$ cat src/rtl/cbuf_pkg.sv
package cbuf_pkg;

  // Strobes from the control unit to every channel lane
  typedef struct packed {
    logic loadOut;      // newest register takes the incoming sample
    logic holdFromIn;   // host-facing register takes the incoming sample
    logic holdFromOut;  // host-facing register copies the newest register
  } bufCtrl_t;

endpackage

$ cat src/rtl/cbuf_ctrl.sv
module cbuf_ctrl
  import cbuf_pkg::*;
(
  input  logic     clk,
  input  logic     rstN,
  input  logic     newData,
  input  logic     readDone,
  output bufCtrl_t ctrl,
  output logic     unread,
  output logic     pending,
  output logic     overflow
);

  logic unreadQ, pendingQ, overflowQ;
  logic unreadMid, pendingMid;
  logic unreadNxt, pendingNxt, overflowNxt;

  // The read is applied first, then the new data on top of it
  always_comb begin
    unreadMid  = readDone ? pendingQ : unreadQ;
    pendingMid = readDone ? 1'b0 : pendingQ;

    ctrl.loadOut     = newData;
    ctrl.holdFromOut = readDone && pendingQ;
    ctrl.holdFromIn  = newData && (!unreadMid || pendingMid);

    unreadNxt   = newData ? 1'b1 : unreadMid;
    pendingNxt  = newData ? (unreadMid && !pendingMid) : pendingMid;
    overflowNxt = newData && unreadMid && pendingMid;
  end

  always_ff @(posedge clk) begin
    if (!rstN) begin
      unreadQ   <= 1'b0;
      pendingQ  <= 1'b0;
      overflowQ <= 1'b0;
    end else begin
      unreadQ   <= unreadNxt;
      pendingQ  <= pendingNxt;
      overflowQ <= overflowNxt;
    end
  end

  assign unread   = unreadQ;
  assign pending  = pendingQ;
  assign overflow = overflowQ;

  AST_PEND_NEEDS_UNREAD: assert property (@(posedge clk) disable iff (!rstN)
    pendingQ |-> unreadQ);
  AST_NEW_SETS_UNREAD: assert property (@(posedge clk) disable iff (!rstN)
    newData |=> unreadQ);
  AST_OVF_SINGLE: assert property (@(posedge clk) disable iff (!rstN)
    overflowQ |=> !overflowQ);
  AST_READ_CLEARS: assert property (@(posedge clk) disable iff (!rstN)
    (readDone && !pendingQ && !newData) |=> !unreadQ);

endmodule

$ cat src/rtl/cbuf_lane.sv
module cbuf_lane
  import cbuf_pkg::*;
#(
  parameter int RES_W = 24
) (
  input  logic             clk,
  input  logic             rstN,
  input  bufCtrl_t         ctrl,
  input  logic [RES_W-1:0] din,
  output logic [RES_W-1:0] holdQ,
  output logic [RES_W-1:0] outQ
);

  logic [RES_W-1:0] outReg, holdReg;

  always_ff @(posedge clk) begin
    if (!rstN) begin
      outReg  <= '0;
      holdReg <= '0;
    end else begin
      if (ctrl.loadOut) outReg <= din;
      if (ctrl.holdFromIn)       holdReg <= din;
      else if (ctrl.holdFromOut) holdReg <= outReg;
    end
  end

  assign holdQ = holdReg;
  assign outQ  = outReg;

  AST_OUT_TAKES_NEW: assert property (@(posedge clk) disable iff (!rstN)
    ctrl.loadOut |=> outReg == $past(din));

endmodule

$ cat src/rtl/conv_result_buf.sv
module conv_result_buf
  import cbuf_pkg::*;
#(
  parameter int NUM_CH = 3,
  parameter int RES_W  = 24
) (
  input  logic                    clk,
  input  logic                    rstN,
  input  logic                    newData,
  input  logic [NUM_CH*RES_W-1:0] chanData,
  input  logic                    readDone,
  output logic [NUM_CH*RES_W-1:0] holdData,
  output logic                    unread,
  output logic                    overflow
);

  localparam int BUS_W = NUM_CH * RES_W;

  bufCtrl_t         ctrl;
  logic             pending;
  logic [BUS_W-1:0] outData;

  cbuf_ctrl ctrl_i (
    .clk      (clk),
    .rstN     (rstN),
    .newData  (newData),
    .readDone (readDone),
    .ctrl     (ctrl),
    .unread   (unread),
    .pending  (pending),
    .overflow (overflow)
  );

  for (genvar c = 0; c < NUM_CH; c++) begin : g_lane
    cbuf_lane #(.RES_W(RES_W)) lane_i (
      .clk   (clk),
      .rstN  (rstN),
      .ctrl  (ctrl),
      .din   (chanData[c*RES_W +: RES_W]),
      .holdQ (holdData[c*RES_W +: RES_W]),
      .outQ  (outData[c*RES_W +: RES_W])
    );

    AST_NO_LAG_WHEN_IDLE: assert property (@(posedge clk) disable iff (!rstN)
      !pending |-> holdData[c*RES_W +: RES_W] == outData[c*RES_W +: RES_W]);
  end

endmodule

$ cat config.mk
export PLATFORM = sky130hd
export DESIGN_NAME = conv_result_buf
export DESIGN_NICKNAME = d
export VERILOG_FILES = /design/src/rtl/cbuf_pkg.sv /design/src/rtl/cbuf_ctrl.sv /design/src/rtl/cbuf_lane.sv /design/src/rtl/conv_result_buf.sv
export SDC_FILE = /design/constraint.sdc
export NUM_CORES = 1
export LEC_CHECK = 0
export BUFFER_PORTS_ARGS = -buffer_cell sky130_fd_sc_hd__buf_2
export CAP_MARGIN = 25
export CELL_PAD_IN_SITES_DETAIL_PLACEMENT = 0
export CELL_PAD_IN_SITES_GLOBAL_PLACEMENT = 1
export CORE_ASPECT_RATIO = 0.9
export CORE_MARGIN = 2
export CORE_UTILIZATION = 43
export DETAILED_ROUTE_END_ITERATION = 12
export PLACE_DENSITY_LB_ADDON = 0.05
export SYNTH_ARGS = -nofsm -noshare
export SYNTH_HDL_FRONTEND = slang
export SYNTH_SLANG_ARGS = --single-unit
export TNS_END_PERCENT = 30
$ cat constraint.sdc
create_clock -name clk -period 2.53 [get_ports clk]
set_input_delay 0.1265 -clock clk [delete_from_list [all_inputs] [get_ports clk]]
set_output_delay 0.1265 -clock clk [all_outputs]
set_load 0.01 [all_outputs]
* Yosys cells after proc, flatten, opt, wreduce, memory -nomap -nowiden
Cells that the tools add are included.
Word-level totals: output and inout bits 74, bits in registers 147
Operators by class: muxes and demuxes 10, reduce and logical (&&, ||, !) cells 9
Operators with widths (count):
- $mux W24 | 6
- $logic_and A1 B1 Y1 | 5
- $mux W1 | 4
- $logic_not A1 Y1 | 2
- $reduce_bool A2 Y1 | 1
- $logic_or A1 B1 Y1 | 1

* Depth between registers and ports, before layout
Gate-level depths: netlist of run 1.
depth after elaboration 5, mapped depth 6

* Cells and area by module
Synthesis of run 1 repeated with hierarchy kept, for this count alone.
Second synthesis, totals: cell total of the unflattened synthesis 566, area total of the unflattened synthesis 6739.0 sq um
Modules (own cells, without submodules):
- cbuf_lane | instances 3, seq. area each 960.9 sq um, cells an instance 184, area each 2199.6 sq um
- cbuf_ctrl | instances 1, seq. area each 60.1 sq um, cells an instance 14, area each 140.1 sq um

* Worst setup path after synthesis of run 1
OpenSTA, ideal clock, no wires.
path kind register -> register, start point register ctrl_i.unreadQ, in the netlist ctrl_i.unread, end point register g_lane[0].lane_i.holdReg[5], arrival time 1275 ps, stages on the path, launching flop included 5, slack 1184 ps, library setup time 71 ps, required time 2459 ps, cell sequence dfxtp_1 nor3b_2 o21a_1 buf_1 o2bb2ai_1
Between the ends: longest elaborated chain between the ends 5, elaborated cells between the ends (all ways) 6
Ends and longest elaborated chain:
- start: declaration | RTL line cbuf_ctrl.sv:14 | logic unreadQ, pendingQ, overflowQ;
- start signal: assignment | RTL line cbuf_ctrl.sv:38 | unreadQ <= unreadNxt;
- $mux W1 * | RTL line cbuf_ctrl.sv:20 | unreadMid = readDone ? pendingQ : unreadQ;
- $logic_not A1 Y1 * | RTL line cbuf_ctrl.sv:25 | ctrl.holdFromIn = newData && (!unreadMid || pendingMid);
- $logic_or A1 B1 Y1 * | RTL line cbuf_ctrl.sv:25
- $logic_and A1 B1 Y1 * | RTL line cbuf_ctrl.sv:25
- $mux W24 / $reduce_bool A2 Y1 (equally long branches)
- end signal: assignment | RTL line cbuf_lane.sv:22 | if (ctrl.holdFromIn) holdReg <= din;
- end signal: assignment | RTL line cbuf_lane.sv:23 | else if (ctrl.holdFromOut) holdReg <= outReg;
- end: declaration | RTL line cbuf_lane.sv:14 | logic [RES_W-1:0] outReg, holdReg;
Mark *: on every way between the ends. The rest lies on a longest branch, timed or not. A chain may end at the register's enable or synchronous reset.

* Final worst setup path of run 1
start point register ctrl_i.pendingQ, in the netlist ctrl_i.pending, end point register g_lane[1].lane_i.holdReg[12]
Between the ends: longest elaborated chain between the ends 5, elaborated cells between the ends (all ways) 8
Ends and longest elaborated chain:
- start: declaration | RTL line cbuf_ctrl.sv:14
- start signal: assignment | RTL line cbuf_ctrl.sv:39 | pendingQ <= pendingNxt;
- $mux W1 | RTL line cbuf_ctrl.sv:20
- $logic_not A1 Y1 | RTL line cbuf_ctrl.sv:25
- $logic_or A1 B1 Y1 | RTL line cbuf_ctrl.sv:25
- $logic_and A1 B1 Y1 | RTL line cbuf_ctrl.sv:25
- $mux W24 / $reduce_bool A2 Y1 (equally long branches)
- end signal: assignment | RTL line cbuf_lane.sv:22
- end signal: assignment | RTL line cbuf_lane.sv:23
- end: declaration | RTL line cbuf_lane.sv:14
Several ways; a longest one is shown, not always the timed one.

==> results.py, run 1 <==
metrics = {
    "sta": {
        "maxSlewHeadroom": 0.556,
        "max_freq_ghz": 0.501,
        "min_period_over_period": 0.790,
        "setup_tns_ps": 0,
        "fin_crit_ps": 2000,
        "rsz0062_at_grt": "no",
        "tightest_slew_ps": 667,
        "slew_viol_final": 0,
        "finalHoldViolations": 0,
        "finalClockSkew_ps": 6.36,
        "finalSetupViolations": 0,
    },
    "detailed_routing": {
        "wire_per_inst_um": 17.6,
        "drt_first_pass_iters": 6,
        "route.detailed.drc": 0,
        "drtIter0Drc": 350,
        "vias_per_cell": 5.43,
        "vias": 5335,
        "ant_nets": 0,
        "drt_wl_total_um": 17300,
    },
    "worst_setup_path": {
        "critPathLaunchType": "register",
        "cp.arrival_ps": 2290,
        "end_kind": "register",
        "rr_endpoint": "g_lane[1].lane_i.holdQ[12]$_SDFFE_PN0P_",
        "cp_data_required_time_ps": 2820,
        "crit_family": "buffers and inverters",
        "critPathBufInv": 2,
        "crit_slowest_cell": "buf_4",
        "r2r_cells": 5,
        "rrSetupSlack_ps": 530,
        "slowest_delay_ps": 420,
        "path_cells": "buf_4 -> nand2_2 -> buf_12 -> a31oi_1 -> o2bb2ai_1",
        "critical_path_class": "register to register",
        "cp_max_fo": 52,
        "r2r-start": "ctrl_i.pending$_SDFF_PN0_",
    },
    "floorplanning": {
        "core_area_um2": 13500,
        "die_area_um2": 14900,
        "ios": 150,
        "die_w_um": 129,
        "die_h_um": 116,
        "start_util": 0.445,
        "fp-row-count": 40,
    },
    "logic_synthesis": {
        "async_flop_share": 0,
        "syn-mean-instance-area_um2": 9.65,
        "syn_nets": 699,
        "synth-edff-count": 0,
        "ys_ff_latch": 147,
        "ys.flop_type": "dfxtp_1",
        "synth_top_area_cell": "dfxtp_1",
        "synth_area_um2": 6010,
        "ys_warn_count": 0,
        "synthTopCellsByArea": "dfxtp_1, mux2i_1, nor2b_1, a31oi_1, nand2_1",
        "ys_seq_area_frac": 0.490,
        "synth_top_area_share": 0.490,
        "synthCells": 623,
        "yosysUniqueCellTypes": 24,
    },
    "worst_hold_path": {
        "hold_class": "input pin to register",
        "min_path_cells": 3,
        "hp-start": "chanData[10]",
        "hold_path_end": "g_lane[0].lane_i.outQ[10]$_SDFFE_PN0P_",
    },
    "run": {
        "max_cap_violations": 0,
    },
    "grt": {
        "antenna_found_initial": 0,
        "first_global_vias": 5404,
        "grtUsageTotal": 0.234,
        "grt_pass1_wl_um": 27500,
        "grt_max_degree": 108,
        "grt_overflow_total": 0,
    },
    "clocking": {
        "clock_latency_ps": 420,
        "cts_sinks": 147,
        "cts_tree": "done",
        "cts.clk_slew.worst_paths_ps": 60,
        "cts_buffer_depth": 2,
        "cts_root_buffer": "clkbuf_16",
        "numCtsBuffers": 17,
        "htree_levels": 4,
    },
    "final_layout": {
        "diodes": 0,
        "ff_latch_area_um2": 2940,
        "drive_above_1_share": 0.240,
        "area_growth_syn_to_layout_pct": 35.9,
        "final_util": 0.604,
        "multi_input_area_um2": 2820,
        "fillers": 1171,
        "nets": 878,
    },
    "placement": {
        "gp_congestion": 0.693,
        "hpwl_um": 9700,
        "place.port_buffers": 149,
    },
    "power_and_ir_drop": {
        "p_sw_frac": 0.237,
        "seqPwrFrac": 0.414,
        "internal-power_mw": 4.72,
        "irDropWorstVdd_mv": 0.492,
        "p_sw_mw": 1.47,
        "combPwrFrac": 0.126,
        "clock_power_share": 0.460,
        "power.leakage_nw": 3.64,
        "powerDensity_nw_per_um2": 757,
    },
    "status": {
        "status": "finished, final reports clean",
    },
}
==> power by group through the flow <==
stage | Clock [mW] | Combinational [mW] | Sequential (mW)
6_report | 2.84 | 0.779 | 2.56
5_1_grt | 2.99 | 0.854 | 2.58
4_1_cts | 2.88 | 0.781 | 2.56
2_1_floorplan | 0 | 0.374 | 2.64
3_5_place_dp | 0 | 0.705 | 2.61
3_3_place_gp | 0 | 0.688 | 2.61
==> repair_timing <==
action,in CTS,in global routing
buffers inserted,0,0
gates resized for setup,0,0
hold endpoints to repair,62,0
hold buffers,62,0
==> synthesized netlist by cell type (4+ instances only) <==
cell type,count
dfxtp_1,147
nand2_1,79
nor2b_1,73
a31oi_1,72
mux2i_1,72
o31ai_1,39
clkbuf_1,34
and3_1,33
o2bb2ai_1,33
buf_2,24
buf_1,4
==> logic make-up after synthesis <==
kind of cell,Yosys count,synth area share
buf+inv,63,0.0450
flops,147,0.490
simple gates,191,0.166
compound gates,150,0.179
mux,72,0.120
==> metal layers <==
layer,vias up,GRT usage,part of all wire
met2,131,0.394,0.47
met1,2589,0.296,0.46
met4,0,0.0638,0.0083
met3,13,0.0696,0.055
met5,-,0,0
li1,2602,-,-
==> final cells by class <==
class,instances,area share
timing repair buffer,223,0.187
multi-input combinational,413,0.345
clock buffer,23,0.0610
tap,168,0.0257
sequential,147,0.360
clock inverter,9,0.0211
==> worst register-to-register path: cells and delay by family, from the launching register on <==
| kind | cells | cell delay (ps) |
|---|---|---|
| AOI/OAI and AO/OA | 2 | 330 |
| buffers and inverters | 2 | 760 |
| DFF | 1 | 390 |
| and+or+nand+nor | 1 | 400 |
==> layout by cell type (no fill, tap or decap), drive strengths merged <==
master / instances
nand2: 79
a31oi: 72
clkinv: 3
nand2b: 1
clkbuf: 23
and3: 33
dfxtp: 147
a21oi: 1
and2: 1
nor2b: 73
o21ai: 1
clkinvlp: 1
o31ai: 39
o2bb2ai: 33
o21a: 1
mux2i: 72
or2: 1
buf: 161
dlygate4sd3: 62
a21boi: 1
o211a: 1
a21bo: 1
bufinv: 5
nand3: 1
nor2: 1
nor3b: 1
==> through the flow <==
stage / hold WS [ps] / area [um2] / setup slack [ps] / power [mW] / std cells
2_1_floorplan: 296 / 6010 / 1180 / 3.01 / 623
3_3_place_gp: 401 / 6880 / 653 / 3.29 / 889
3_5_place_dp: 409 / 6880 / 537 / 3.31 / 889
4_1_cts: 2.63 / 8170 / 533 / 6.22 / 983
5_1_grt: 12.1 / 8170 / 399 / 6.42 / 983
6_report: 16.7 / 8170 / 533 / 6.18 / 983
==> worst max path at each step <==
stage / slack [ps] / end / depth (start not counted) / startpoint
after detailed placement: 540 / g_lane[1].lane_i.holdQ[12]$_SDFFE_PN0P_ / 5 / ctrl_i.pending$_SDFF_PN0_
final: 530 / g_lane[1].lane_i.holdQ[12]$_SDFFE_PN0P_ / 5 / ctrl_i.pending$_SDFF_PN0_
after global placement: 650 / g_lane[1].lane_i.holdQ[23]$_SDFFE_PN0P_ / 5 / ctrl_i.pending$_SDFF_PN0_
after floorplan: 1180 / g_lane[0].lane_i.holdQ[5]$_SDFFE_PN0P_ / 4 / ctrl_i.unread$_SDFF_PN0_
after global routing: 400 / g_lane[2].lane_i.holdQ[0]$_SDFFE_PN0P_ / 5 / ctrl_i.pending$_SDFF_PN0_
after CTS: 530 / g_lane[1].lane_i.holdQ[12]$_SDFFE_PN0P_ / 5 / ctrl_i.pending$_SDFF_PN0_
==> sequential cells by signal, summed over array words and instances (netlist names) <==
signal,cells
ctrl_i.unread,1
g_lane.lane_i.holdQ,72
ctrl_i.overflow,1
g_lane.lane_i.outQ,72
ctrl_i.pending,1
Note: power is estimated with default switching activity, not from simulation.
==> inputs of run 2 (changes only) <==
--- a/config.mk
+++ b/config.mk
@@ -11,7 +11,7 @@
 export CELL_PAD_IN_SITES_GLOBAL_PLACEMENT = 1
 export CORE_ASPECT_RATIO = 0.9
 export CORE_MARGIN = 2
-export CORE_UTILIZATION = 43
+export CORE_UTILIZATION = 40
 export DETAILED_ROUTE_END_ITERATION = 12
 export PLACE_DENSITY_LB_ADDON = 0.05
 export SYNTH_ARGS = -nofsm -noshare
==> constraint.sdc (replaced) <==
create_clock -name clk -period 2 [get_ports clk]
set_input_delay 0.1 -clock clk [delete_from_list [all_inputs] [get_ports clk]]
set_output_delay 0.1 -clock clk [all_outputs]
set_load 0.01 [all_outputs]
==> run 2 against run 1 <==
Effect of this change:
- fmax is 28% higher
- largest power group is now sequential cells
- critical endpoint is now g_lane[0].lane_i.holdQ[6]$_SDFFE_PN0P_
- global-route usage is 2.3 points lower
- combinational power is 27% higher
- clock skew is 0.57 ps lower
- critical path type unchanged
==> results.py, run 2 (synthesized netlist as in run 1, its figures left out) <==
metrics = {
    "power_and_ir_drop": {
        "clock_power_share": 0.416,
        "seqPwrFrac": 0.447,
        "p_sw_frac": 0.244,
        "irDropWorstVdd_mv": 0.572,
        "p_sw_mw": 1.77,
        "power.leakage_nw": 3.65,
        "combPwrFrac": 0.136,
        "power_mw": 7.25,
        "internal-power_mw": 5.48,
        "powerDensity_nw_per_um2": 885,
    },
    "placement": {
        "place.port_buffers": 149,
        "gp_congestion": 0.751,
        "hpwl_um": 10400,
        "placed_area_um2": 6940,
    },
    "final_layout": {
        "layout_common_cells": "buf_2, dfxtp_1, nand2_1, nor2b_1",
        "fillers": 1369,
        "drive_above_1_share": 0.242,
        "area_growth_syn_to_layout_pct": 36.2,
        "nets": 893,
        "final_common_cell": "buf_2",
        "final_util": 0.556,
        "diodes": 0,
        "stdcell_area_um2": 8190,
    },
    "worst_setup_path": {
        "end_kind": "register",
        "cp_max_fo": 26,
        "crit_family": "flip-flops",
        "crit_slowest_cell": "dfxtp_2",
        "critical_path_class": "register to register",
        "slowest_delay_ps": 550,
        "r2r_cells": 4,
        "critPathLaunchType": "register",
        "critPathBufInv": 1,
        "critical_path_depth": 4,
        "cp_data_required_time_ps": 2330,
        "path_cells": "and2_2 -> buf_12 -> nand2_1 -> a31oi_1",
        "cp.arrival_ps": 1890,
    },
    "worst_hold_path": {
        "hold_class": "input pin to register",
        "min_path_cells": 3,
    },
    "grt": {
        "grt_pass1_wl_um": 27000,
        "antenna_found_initial": 0,
        "grtUsageTotal": 0.212,
        "first_global_vias": 5236,
        "grt_overflow_total": 0,
        "grt_max_degree": 77,
    },
    "detailed_routing": {
        "drt_first_pass_iters": 4,
        "route.detailed.drc": 0,
        "drtIter0Drc": 250,
        "drt_wl_total_um": 16900,
        "ant_nets": 0,
        "vias": 5333,
        "vias_per_cell": 5.19,
        "wire_per_inst_um": 16.5,
    },
    "sta": {
        "tightest_slew_ps": 495,
        "finalClockSkew_ps": 5.80,
        "fin_hold_ws_ps": 13.4,
        "setup_tns_ps": 0,
        "finalHoldViolations": 0,
        "finalSetupViolations": 0,
        "fin_crit_ps": 1560,
        "maxSlewHeadroom": 0.670,
        "max_freq_ghz": 0.640,
        "min_period_over_period": 0.781,
        "rsz0062_at_grt": "no",
        "slew_viol_final": 0,
    },
    "floorplanning": {
        "die_area_um2": 16000,
        "die_w_um": 133,
        "fp-row-count": 42,
        "ios": 150,
        "start_util": 0.409,
        "die_h_um": 120,
        "core_area_um2": 14700,
    },
    "run": {
        "max_cap_violations": 0,
    },
    "status": {
        "status": "finished, final reports clean",
    },
    "clocking": {
        "clock_latency_ps": 410,
        "post_cts_buffers": 0,
        "cts_tree": "done",
        "htree_levels": 4,
        "cts_sinks": 147,
        "numCtsBuffers": 17,
        "cts.clk_slew.worst_paths_ps": 60,
        "cts_root_buffer": "clkbuf_16",
        "cts_buffer_depth": 2,
        "cts.repair.resized": 0,
    },
}
-- run 2: final cells by class --
type	instances	area, um2	share of cell area
Tap cell	198	248	0.0303
Sequential cell	147	2940	0.360
Clock buffer	28	517	0.0631
Multi-Input combinational cell	413	2820	0.344
Clock inverter	4	45.0	0.00550
Timing Repair Buffer	238	1610	0.197
-- run 2: worst register-to-register path, cell delays in order, from the launching register on --
cell,delay [ps]
dfxtp_2,550
and2_2,440
buf_12,240
nand2_1,90
a31oi_1,170
-- run 2: worst paths after layout --
kind,from,end,slack (ps)
hold / removal,chanData[63],g_lane[2].lane_i.outQ[15]$_SDFFE_PN0P_,10
setup / recovery,ctrl_i.pending$_SDFF_PN0_,g_lane[0].lane_i.holdQ[6]$_SDFFE_PN0P_,440
setup reg to reg,ctrl_i.pending$_SDFF_PN0_,g_lane[0].lane_i.holdQ[6]$_SDFFE_PN0P_,440
hold reg to reg,g_lane[2].lane_i.holdQ[0]$_SDFFE_PN0P_,g_lane[2].lane_i.holdQ[0]$_SDFFE_PN0P_,460
-- run 2: through the flow --
step	setup slack (ps)	instances
after floorplan	654	623
after global placement	529	928
after detailed placement	448	928
after CTS	431	1028
after global routing	314	1028
final	438	1028
-- run 2: power groups by stage --
| stage | registers, mW | clock network, mW | logic (mW) |
|---|---|---|---|
| final | 3.24 | 3.01 | 0.989 |
| after floorplan | 3.34 | 0 | 0.472 |
| after CTS | 3.24 | 3.09 | 0.993 |
| after global placement | 3.30 | 0 | 0.870 |
| after global routing | 3.26 | 3.23 | 1.08 |
| after detailed placement | 3.30 | 0 | 0.887 |
-- run 2: metal layers --
metal	share of wire	GRT usage
met3	0.050	0.0524
met5	0	0
met1	0.48	0.277
met4	0.0085	0.0598
met2	0.47	0.348
-- run 2: what timing repair did --
item / in CTS / in global routing
hold buffers: 68 / 0
endpoints found under the hold margin: 99 / 0
setup endpoints to repair: 0 / 0
